`src/rtl/lq_pkg.sv`:
```
// Package: shared control struct and helper functions for the link
// qualification filter. Assumes nothing beyond plain integer parameters.
package lq_pkg;

    typedef struct packed {
        logic sd_enable;
        logic sd_invert;
        logic stab_filter_en;
        logic false_link_en;
        logic pardet_en;
        logic fast_timers;
    } lq_ctrl_t;

    // Larger of two interval lengths, used to size the stability counter.
    function automatic int unsigned lq_max(input int unsigned a, input int unsigned b);
        return (a > b) ? a : b;
    endfunction

endpackage

```
`src/rtl/lq_sd_gate.sv`:
```
// Module: signal-detect qualifier. Produces the qualified detect used by
// all link paths. Assumes sig_det_pin is already synchronized to clk.
module lq_sd_gate (
    input  logic sgmii_mode,
    input  logic sd_enable,
    input  logic sd_invert,
    input  logic sig_det_pin,
    output logic sd_qual
);
    // Detect is bypassed in SGMII mode or when not required; otherwise polarity-corrected pin.
    always_comb begin
        if (sgmii_mode || !sd_enable)
            sd_qual = 1'b1;
        else
            sd_qual = sig_det_pin ^ sd_invert;
    end
endmodule

```
`src/rtl/lq_stab_timer.sv`:
```
// Module: counts consecutive clock edges with sync_ok high and flags when
// the selected interval has been reached. Any low sync clears the count.
// Assumes FAST_CYCLES <= STAB_CYCLES is not required; counter sized for both.
module lq_stab_timer #(
    parameter int unsigned STAB_CYCLES = 1250000,
    parameter int unsigned FAST_CYCLES = 64
) (
    input  logic clk,
    input  logic rst_n,
    input  logic sync_ok,
    input  logic fast_timers,
    output logic stab_ok
);
    import lq_pkg::*;

    localparam int unsigned MAXC  = lq_max(STAB_CYCLES, FAST_CYCLES);
    localparam int unsigned CNT_W = $clog2(MAXC + 1);

    logic [CNT_W-1:0] cnt_q;
    logic [CNT_W-1:0] limit;

    // Select the interval; a zero fast interval disables the override.
    generate
        if (FAST_CYCLES > 0) begin : g_fast
            always_comb limit = fast_timers ? CNT_W'(FAST_CYCLES) : CNT_W'(STAB_CYCLES);
        end else begin : g_nofast
            always_comb limit = CNT_W'(STAB_CYCLES);
        end
    endgenerate

    // Consecutive-sync counter, saturating at the active limit.
    always_ff @(posedge clk) begin
        if (!rst_n)
            cnt_q <= '0;
        else if (!sync_ok)
            cnt_q <= '0;
        else if (cnt_q < limit)
            cnt_q <= cnt_q + 1'b1;
    end

    // Interval reached.
    always_comb stab_ok = (cnt_q >= limit);
endmodule

```
`src/rtl/lq_pardet.sv`:
```
// Module: parallel-detect override. Remembers that the partner sends idles
// (autonegotiation should be off) until config words return.
module lq_pardet (
    input  logic clk,
    input  logic rst_n,
    input  logic pardet_en,
    input  logic rx_cfg,
    input  logic rx_idle,
    input  logic an_enable,
    output logic an_active
);
    logic an_off_q;

    // Override flag: config words win over idles; cleared when feature disabled.
    always_ff @(posedge clk) begin
        if (!rst_n)
            an_off_q <= 1'b0;
        else if (!pardet_en)
            an_off_q <= 1'b0;
        else if (rx_cfg)
            an_off_q <= 1'b0;
        else if (rx_idle)
            an_off_q <= 1'b1;
    end

    // Effective autonegotiation enable.
    always_comb an_active = an_enable & ~an_off_q;
endmodule

```
`src/rtl/lq_idle_track.sv`:
```
// Module: remembers whether idles have been seen since the last config
// word or sync loss; used to suppress a false forced link.
module lq_idle_track (
    input  logic clk,
    input  logic rst_n,
    input  logic sync_ok,
    input  logic rx_cfg,
    input  logic rx_idle,
    output logic idle_seen
);
    logic seen_q;

    // Set by idles, cleared by config words or loss of sync.
    always_ff @(posedge clk) begin
        if (!rst_n)
            seen_q <= 1'b0;
        else if (rx_cfg || !sync_ok)
            seen_q <= 1'b0;
        else if (rx_idle)
            seen_q <= 1'b1;
    end

    always_comb idle_seen = seen_q;
endmodule

```
`src/rtl/link_qual.sv`:
```
// Module: link qualification filter top. Combines the signal-detect gate,
// sync stability timer, idle tracker and parallel-detect override into the
// link_up decision. Assumes all inputs are synchronous to clk and that
// an_done comes from an external negotiation state machine.
module link_qual #(
    parameter int unsigned STAB_CYCLES = 1250000,
    parameter int unsigned FAST_CYCLES = 64
) (
    input  logic clk,
    input  logic rst_n,
    input  logic sig_det_pin,
    input  logic sync_ok,
    input  logic rx_cfg,
    input  logic rx_idle,
    input  logic sgmii_mode,
    input  logic an_enable,
    input  logic an_done,
    input  logic sd_enable,
    input  logic sd_invert,
    input  logic stab_filter_en,
    input  logic false_link_en,
    input  logic pardet_en,
    input  logic fast_timers,
    input  logic force_tx,
    output logic link_up,
    output logic an_active,
    output logic tx_allow
);
    import lq_pkg::*;

    lq_ctrl_t ctrl;
    logic     sd_qual;
    logic     stab_ok;
    logic     idle_seen;
    logic     forced_link;

    // Gather control bits into one struct.
    always_comb begin
        ctrl.sd_enable      = sd_enable;
        ctrl.sd_invert      = sd_invert;
        ctrl.stab_filter_en = stab_filter_en;
        ctrl.false_link_en  = false_link_en;
        ctrl.pardet_en      = pardet_en;
        ctrl.fast_timers    = fast_timers;
    end

    lq_sd_gate u_sd (
        .sgmii_mode  (sgmii_mode),
        .sd_enable   (ctrl.sd_enable),
        .sd_invert   (ctrl.sd_invert),
        .sig_det_pin (sig_det_pin),
        .sd_qual     (sd_qual)
    );

    lq_stab_timer #(
        .STAB_CYCLES (STAB_CYCLES),
        .FAST_CYCLES (FAST_CYCLES)
    ) u_stab (
        .clk         (clk),
        .rst_n       (rst_n),
        .sync_ok     (sync_ok),
        .fast_timers (ctrl.fast_timers),
        .stab_ok     (stab_ok)
    );

    lq_idle_track u_idle (
        .clk       (clk),
        .rst_n     (rst_n),
        .sync_ok   (sync_ok),
        .rx_cfg    (rx_cfg),
        .rx_idle   (rx_idle),
        .idle_seen (idle_seen)
    );

    lq_pardet u_pd (
        .clk       (clk),
        .rst_n     (rst_n),
        .pardet_en (ctrl.pardet_en),
        .rx_cfg    (rx_cfg),
        .rx_idle   (rx_idle),
        .an_enable (an_enable),
        .an_active (an_active)
    );

    // Forced-link path: raw conditions plus each optional filter.
    always_comb begin
        forced_link = sync_ok & sd_qual
                    & (~ctrl.stab_filter_en | stab_ok)
                    & (~ctrl.false_link_en  | idle_seen);
    end

    // Final link decision; held low in reset.
    always_comb begin
        if (!rst_n)
            link_up = 1'b0;
        else if (an_active)
            link_up = an_done & sync_ok & sd_qual;
        else
            link_up = forced_link;
    end

    // Transmit permission.
    always_comb tx_allow = link_up | force_tx;
endmodule

```
`config.mk`:
```
export PLATFORM = sky130hd
export DESIGN_NAME = link_qual
export DESIGN_NICKNAME = d
export VERILOG_FILES = /design/src/rtl/lq_pkg.sv /design/src/rtl/lq_sd_gate.sv /design/src/rtl/lq_stab_timer.sv /design/src/rtl/lq_pardet.sv /design/src/rtl/lq_idle_track.sv /design/src/rtl/link_qual.sv
export SDC_FILE = /design/constraint.sdc
export NUM_CORES = 1
export LEC_CHECK = 0
export BUFFER_PORTS_ARGS = -buffer_cell sky130_fd_sc_hd__buf_4
export CELL_PAD_IN_SITES_DETAIL_PLACEMENT = 1
export CELL_PAD_IN_SITES_GLOBAL_PLACEMENT = 1
export CORE_ASPECT_RATIO = 1.5
export CORE_MARGIN = 5
export CORE_UTILIZATION = 30
export CTS_BUF_LIST = sky130_fd_sc_hd__clkbuf_4
export CTS_CLUSTER_SIZE = 40
export DETAILED_ROUTE_END_ITERATION = 12
export GPL_ROUTABILITY_DRIVEN = 0
export PLACE_DENSITY_LB_ADDON = 0.1
export SYNTH_ARGS = -nofsm -noshare
export SYNTH_HDL_FRONTEND = slang
export SYNTH_SLANG_ARGS = --single-unit
```
`constraint.sdc`:
```
create_clock -name clk -period 2.1 [get_ports clk]
set_clock_uncertainty 0.05 [all_clocks]
set_input_delay 0.21 -clock clk [delete_from_list [all_inputs] [get_ports clk]]
set_output_delay 0.21 -clock clk [all_outputs]
set_load 0.05 [all_outputs]
```
# Yosys cells after proc, flatten, opt, wreduce, memory -nomap -nowiden
# Cells that the tools add are included.
# Widths: inputs -> output; s select.
# word_totals
ff_bits	23
elab_cells	32
# op_classes
addsub	1
magnitude_cmp	2
mux	4
n_bitwise	15
reduce_logical	7
# op_table
op	count
$add 21x1->21 const B	1
$ge 21x21->1	1
$lt 21x21->1	1
$mux 21	1
$and 1x1->1	6
$not 1->1	5
$mux 1	3
$or 1x1->1	3
$reduce_or 3->1	1
$logic_not 1->1	2
$logic_or 1x1->1	2
$reduce_and 2->1	1
$reduce_or 2->1	1
$xor 1x1->1	1

# Depth between registers and ports, before layout
# depth
word_depth	9
mapped_depth	9
depth_no_buf	8

# By module
# Synthesis repeated with hierarchy kept, for this count alone.
# unflattened
cells_unflattened	171
area_unflattened_um2	1467.7
# modules_own_cells
mod	instances	cells_each	area_per_inst_um2	seq_area_each_um2
lq_stab_timer	1	155	1321.3	420.4
link_qual	1	6	47.5	0.0
lq_pardet	1	4	45.0	20.0
lq_idle_track	1	4	37.5	20.0
lq_sd_gate	1	2	16.3	0.0

# Worst setup path after synthesis
# Ideal clock, no wire load.
# synth_timing
kind	register to output
start	register u_stab.cnt_q[12]
end	output tx_allow
arrival_ps	2354
required_ps	1840
setup_slack_ps	-514
stages_incl_launch_ff	9
path_buffers	1
cell_sequence	dfxtp_1 ha_1 nand2_1 nor3_1 a21oi_4 o21ai_2 buf_6 o21a_1 or2_1
# synth_between
elab_chain_cells	7
# synth_rtl
item	line	source
start: declaration	lq_stab_timer.sv:19	logic [CNT_W-1:0] cnt_q;
start signal: assignment	lq_stab_timer.sv:38	cnt_q <= cnt_q + 1'b1;
$ge 21x21->1	lq_stab_timer.sv:42	always_comb stab_ok = (cnt_q >= limit);
$or 1x1->1	link_qual.sv:88	& (~ctrl.stab_filter_en | stab_ok)
$and 1x1->1	link_qual.sv:88	
$and 1x1->1	link_qual.sv:89	& (~ctrl.false_link_en | idle_seen);
$mux 1	link_qual.sv:96	else if (an_active)
$mux 1	link_qual.sv:94	if (!rst_n)
named net link_up	link_qual.sv:25	output logic link_up,
$or 1x1->1	link_qual.sv:103	always_comb tx_allow = link_up | force_tx;
end: declaration	link_qual.sv:27	output logic tx_allow
# The timed path passes the listed nets, and every way through them passes these cells.

# Worst setup path after layout
# layout_timing
start	register u_stab.cnt_q[12]
end	output tx_allow
# layout_between
elab_chain_cells	7
# layout_rtl
item	line
$ge 21x21->1	lq_stab_timer.sv:42
$or 1x1->1	link_qual.sv:88
$and 1x1->1	link_qual.sv:88
$and 1x1->1	link_qual.sv:89
$mux 1	link_qual.sv:96
$mux 1	link_qual.sv:94
$or 1x1->1	link_qual.sv:103
# Every way passes these cells.

==> results.py <==
metrics = {
    "status": {
        "status": "complete, but fails checks",
        "failed_checks": "negative setup slack",
    },
    "floorplan": {
        "initial_core_util": 0.310,
        "die_x_um": 65.7,
        "core_sq_mm": 0.00450,
        "die-area_sq_mm": 0.00615,
        "die_h_um": 93.6,
        "row_count": 30,
        "io_pins": 19,
    },
    "final_layout": {
        "syn2layout_area_growth_pct": 39.4,
        "fill_cells": 560,
        "post-route-util": 0.432,
        "fin_nets": 241,
        "fin_cells": 263,
        "antenna-diode-count": 0,
        "drive_gt1_frac": 0.340,
    },
    "routing": {
        "vias_per_cell": 5.47,
        "wl_um": 4380,
        "dr_total_vias": 1438,
        "first_pass_iters": 4,
        "post_drt_wl_per_cell_um": 16.7,
        "antenna_left": 0,
        "drc_errors": 0,
        "drt_iter0_drc": 25,
    },
    "logic_synthesis": {
        "synth_area_leaders": "dfxtp_1 (33%), ha_1 (8.1%), nand2_1 (4.0%), nor3_1 (3.9%), xor2_1 (3.8%)",
        "synth-async-reset-ratio": 0,
        "ys.flop_type": "dfxtp_1",
        "ys_seq_area_frac": 0.330,
        "synth_top_area_share": 0.330,
        "syn_nets": 196,
        "ys_ff_latch": 23,
        "synth_cell_types": 40,
        "synth_area_sq_mm": 0.00140,
        "synth-edff-count": 0,
        "yosysWarnings": 0,
        "syn_area_per_cell_sq_um": 8.17,
        "syn_inst": 171,
        "yosysTopAreaCell": "dfxtp_1",
    },
    "setup_path": {
        "r2r_slack_ps": -60,
        "crit_path_end_kind": "primary output",
        "critPathLaunchType": "register",
        "crit_required_ps": 1840,
        "path_max_fanout": 2,
        "worstPathArrival_ps": 2040,
        "rr_endpoint": "u_stab.cnt_q[11]",
        "crit_type": "reg -> out",
        "rr_startpoint": "u_stab.cnt_q[12]",
        "rr_worst_depth": 9,
    },
    "power": {
        "vdd_drop_max_mv": 0.196,
        "p_leak_uw": 0.000735,
        "power_density_mw_per_mm2": 394,
        "total_power_uw": 768,
    },
    "grt": {
        "antenna_found_initial": 0,
        "grt.busiest_layer": "met2",
        "grt_pass1_wl_um": 7090,
        "met2_usage": 0.297,
        "overflow": 0,
        "grt_use_met1": 0.155,
        "met3_usage": 0.0240,
        "grt_pass1_vias": 1527,
        "globalRouteTotalUtil": 0.151,
        "grt_max_degree": 23,
    },
    "min_path": {
        "min_path_type": "in -> reg",
        "worstHoldStart": "pardet_en",
        "whs_path_depth": 3,
        "min_to": "u_pd.an_off_q",
    },
    "cts": {
        "clk_pin_slew_ps": 130,
        "cts_root_buf": "clkbuf_4",
        "htreeDepth": 1,
        "clock_sinks": 23,
        "clockBufferDepth": 2,
        "cts_tree": "yes",
        "clkLatencyLatePin_ps": 320,
        "cts_buffers": 3,
    },
    "place": {
        "post-place-cells": 252,
        "io_buffer_count": 18,
        "dpl.hpwl_um": 3260,
    },
    "timing": {
        "min_period_ps": 2300,
        "fmax_mhz": 435,
        "finalSetupViolations": 4,
        "final_hold_viol_count": 0,
        "slew_headroom": 0.696,
        "min_period_over_period": 1.09,
        "worst_slack_ps": -197,
        "worstMarginPinSlew_ps": 456,
        "slew_violations": 0,
        "grt_setup_unrepaired": "true",
    },
    "job": {
        "cap_violations": 0,
    },
}
where the power goes:
part	switching [uW]	internal (uW)
Combinational	58.2	54.4
Sequential	2.39	438
Clock	144	71.3
Total	204	564
cell type report:
| type | instances | area, sq um | area share |
|---|---|---|---|
| Sequential cell | 23 | 470 | 0.242 |
| Tap cell | 48 | 60.1 | 0.0308 |
| Multi-Input combinational cell | 135 | 1010 | 0.519 |
| Inverter | 9 | 33.8 | 0.0174 |
| Clock inverter | 1 | 5.00 | 0.00257 |
| Timing Repair Buffer | 44 | 344 | 0.177 |
| Clock buffer | 3 | 22.5 | 0.0116 |
cells in the final DEF (no fill, tap or decap), types with 4 or more instances in the layout:
cell type   n
a21oi_1     7
buf_4      41
dfxtp_1    17
dfxtp_2     5
ha_1        6
inv_1       8
nand2_1    14
nand2b_1    5
nand3_1     8
nand4_1     5
nor2_1     13
nor3_1      8
o21a_1      4
o21ai_1     6
or3_1       5
xor2_1      6
what timing repair did:
| action | 4_1_cts | 5_1_grt |
|---|---|---|
| resized for setup | 12 | 12 |
| endpoints found under the setup margin | 3 | 14 |
| hold endpoints to repair | 2 | 0 |
| pin swaps | 5 | 13 |
| buffers inserted | 5 | 3 |
| hold buffers | 1 | 0 |
worst max-delay path, stage by stage (launching register included):
cell and delay, ps:
dfxtp_4 380, ha_4 260, nand2_4 70, nor3_4 40, buf_6 110, a21oi_4 170
o21ai_4 80, o21a_4 230, or2_4 230, buf_8 150
registers in the layout (all words and copies together) (netlist names):
register and count:
u_idle.idle_seen 1, u_pd.an_off_q 1, u_stab.cnt_q 21
how the worst max path moves through the flow:
| stage | startpoint | endpoint | slack (ps) |
|---|---|---|---|
| floorplan | u_stab.cnt_q[9] | tx_allow | -10 |
| global placement | fast_timers | u_stab.cnt_q[11] | 60 |
| detailed placement | fast_timers | u_stab.cnt_q[15] | -60 |
| CTS | u_stab.cnt_q[9] | tx_allow | -200 |
| global route | u_stab.cnt_q[12] | tx_allow | -260 |
| finish | u_stab.cnt_q[12] | tx_allow | -200 |
metal layers:
metal,vias up,routed length (um)
met5,-,0
met4,0,29
met3,2,135
met2,16,2470
met1,710,1740
li1,710,-
kinds of logic (layout without fill, tap and decap cells):
group	Yosys count	count (layout)	share of synthesized area
AND/OR/NAND/NOR	79	79	0.298
XOR/XNOR	8	8	0.0502
adder cells (fa/ha/maj)	9	9	0.0806
AO/OA/AOI/OAI	37	37	0.185
multiplexers	2	2	0.0143
buffers and inverters	13	57	0.0412
flip-flops	23	23	0.330
metrics by stage:
step	setup TNS [ps]	hold slack, ps	instance area [sq um]	setup WS, ps
final	-363	68.4	1950	-197
after global routing	-678	38.1	1950	-257
after CTS	-337	38.9	1880	-204
after detailed placement	-83.6	337	1750	-57.9
after global placement	0	334	1750	58.3
after floorplan	-13.6	237	1420	-13.6
Yosys cell counts, drive strengths merged, types with 6 or more instances:
library cell / instances
nand3: 9
xor2: 6
a21oi: 9
nor3: 11
ha: 9
nor2: 13
nand2: 15
o21ai: 10
dfxtp: 23
inv: 9
(Power assumes the default switching activity.)
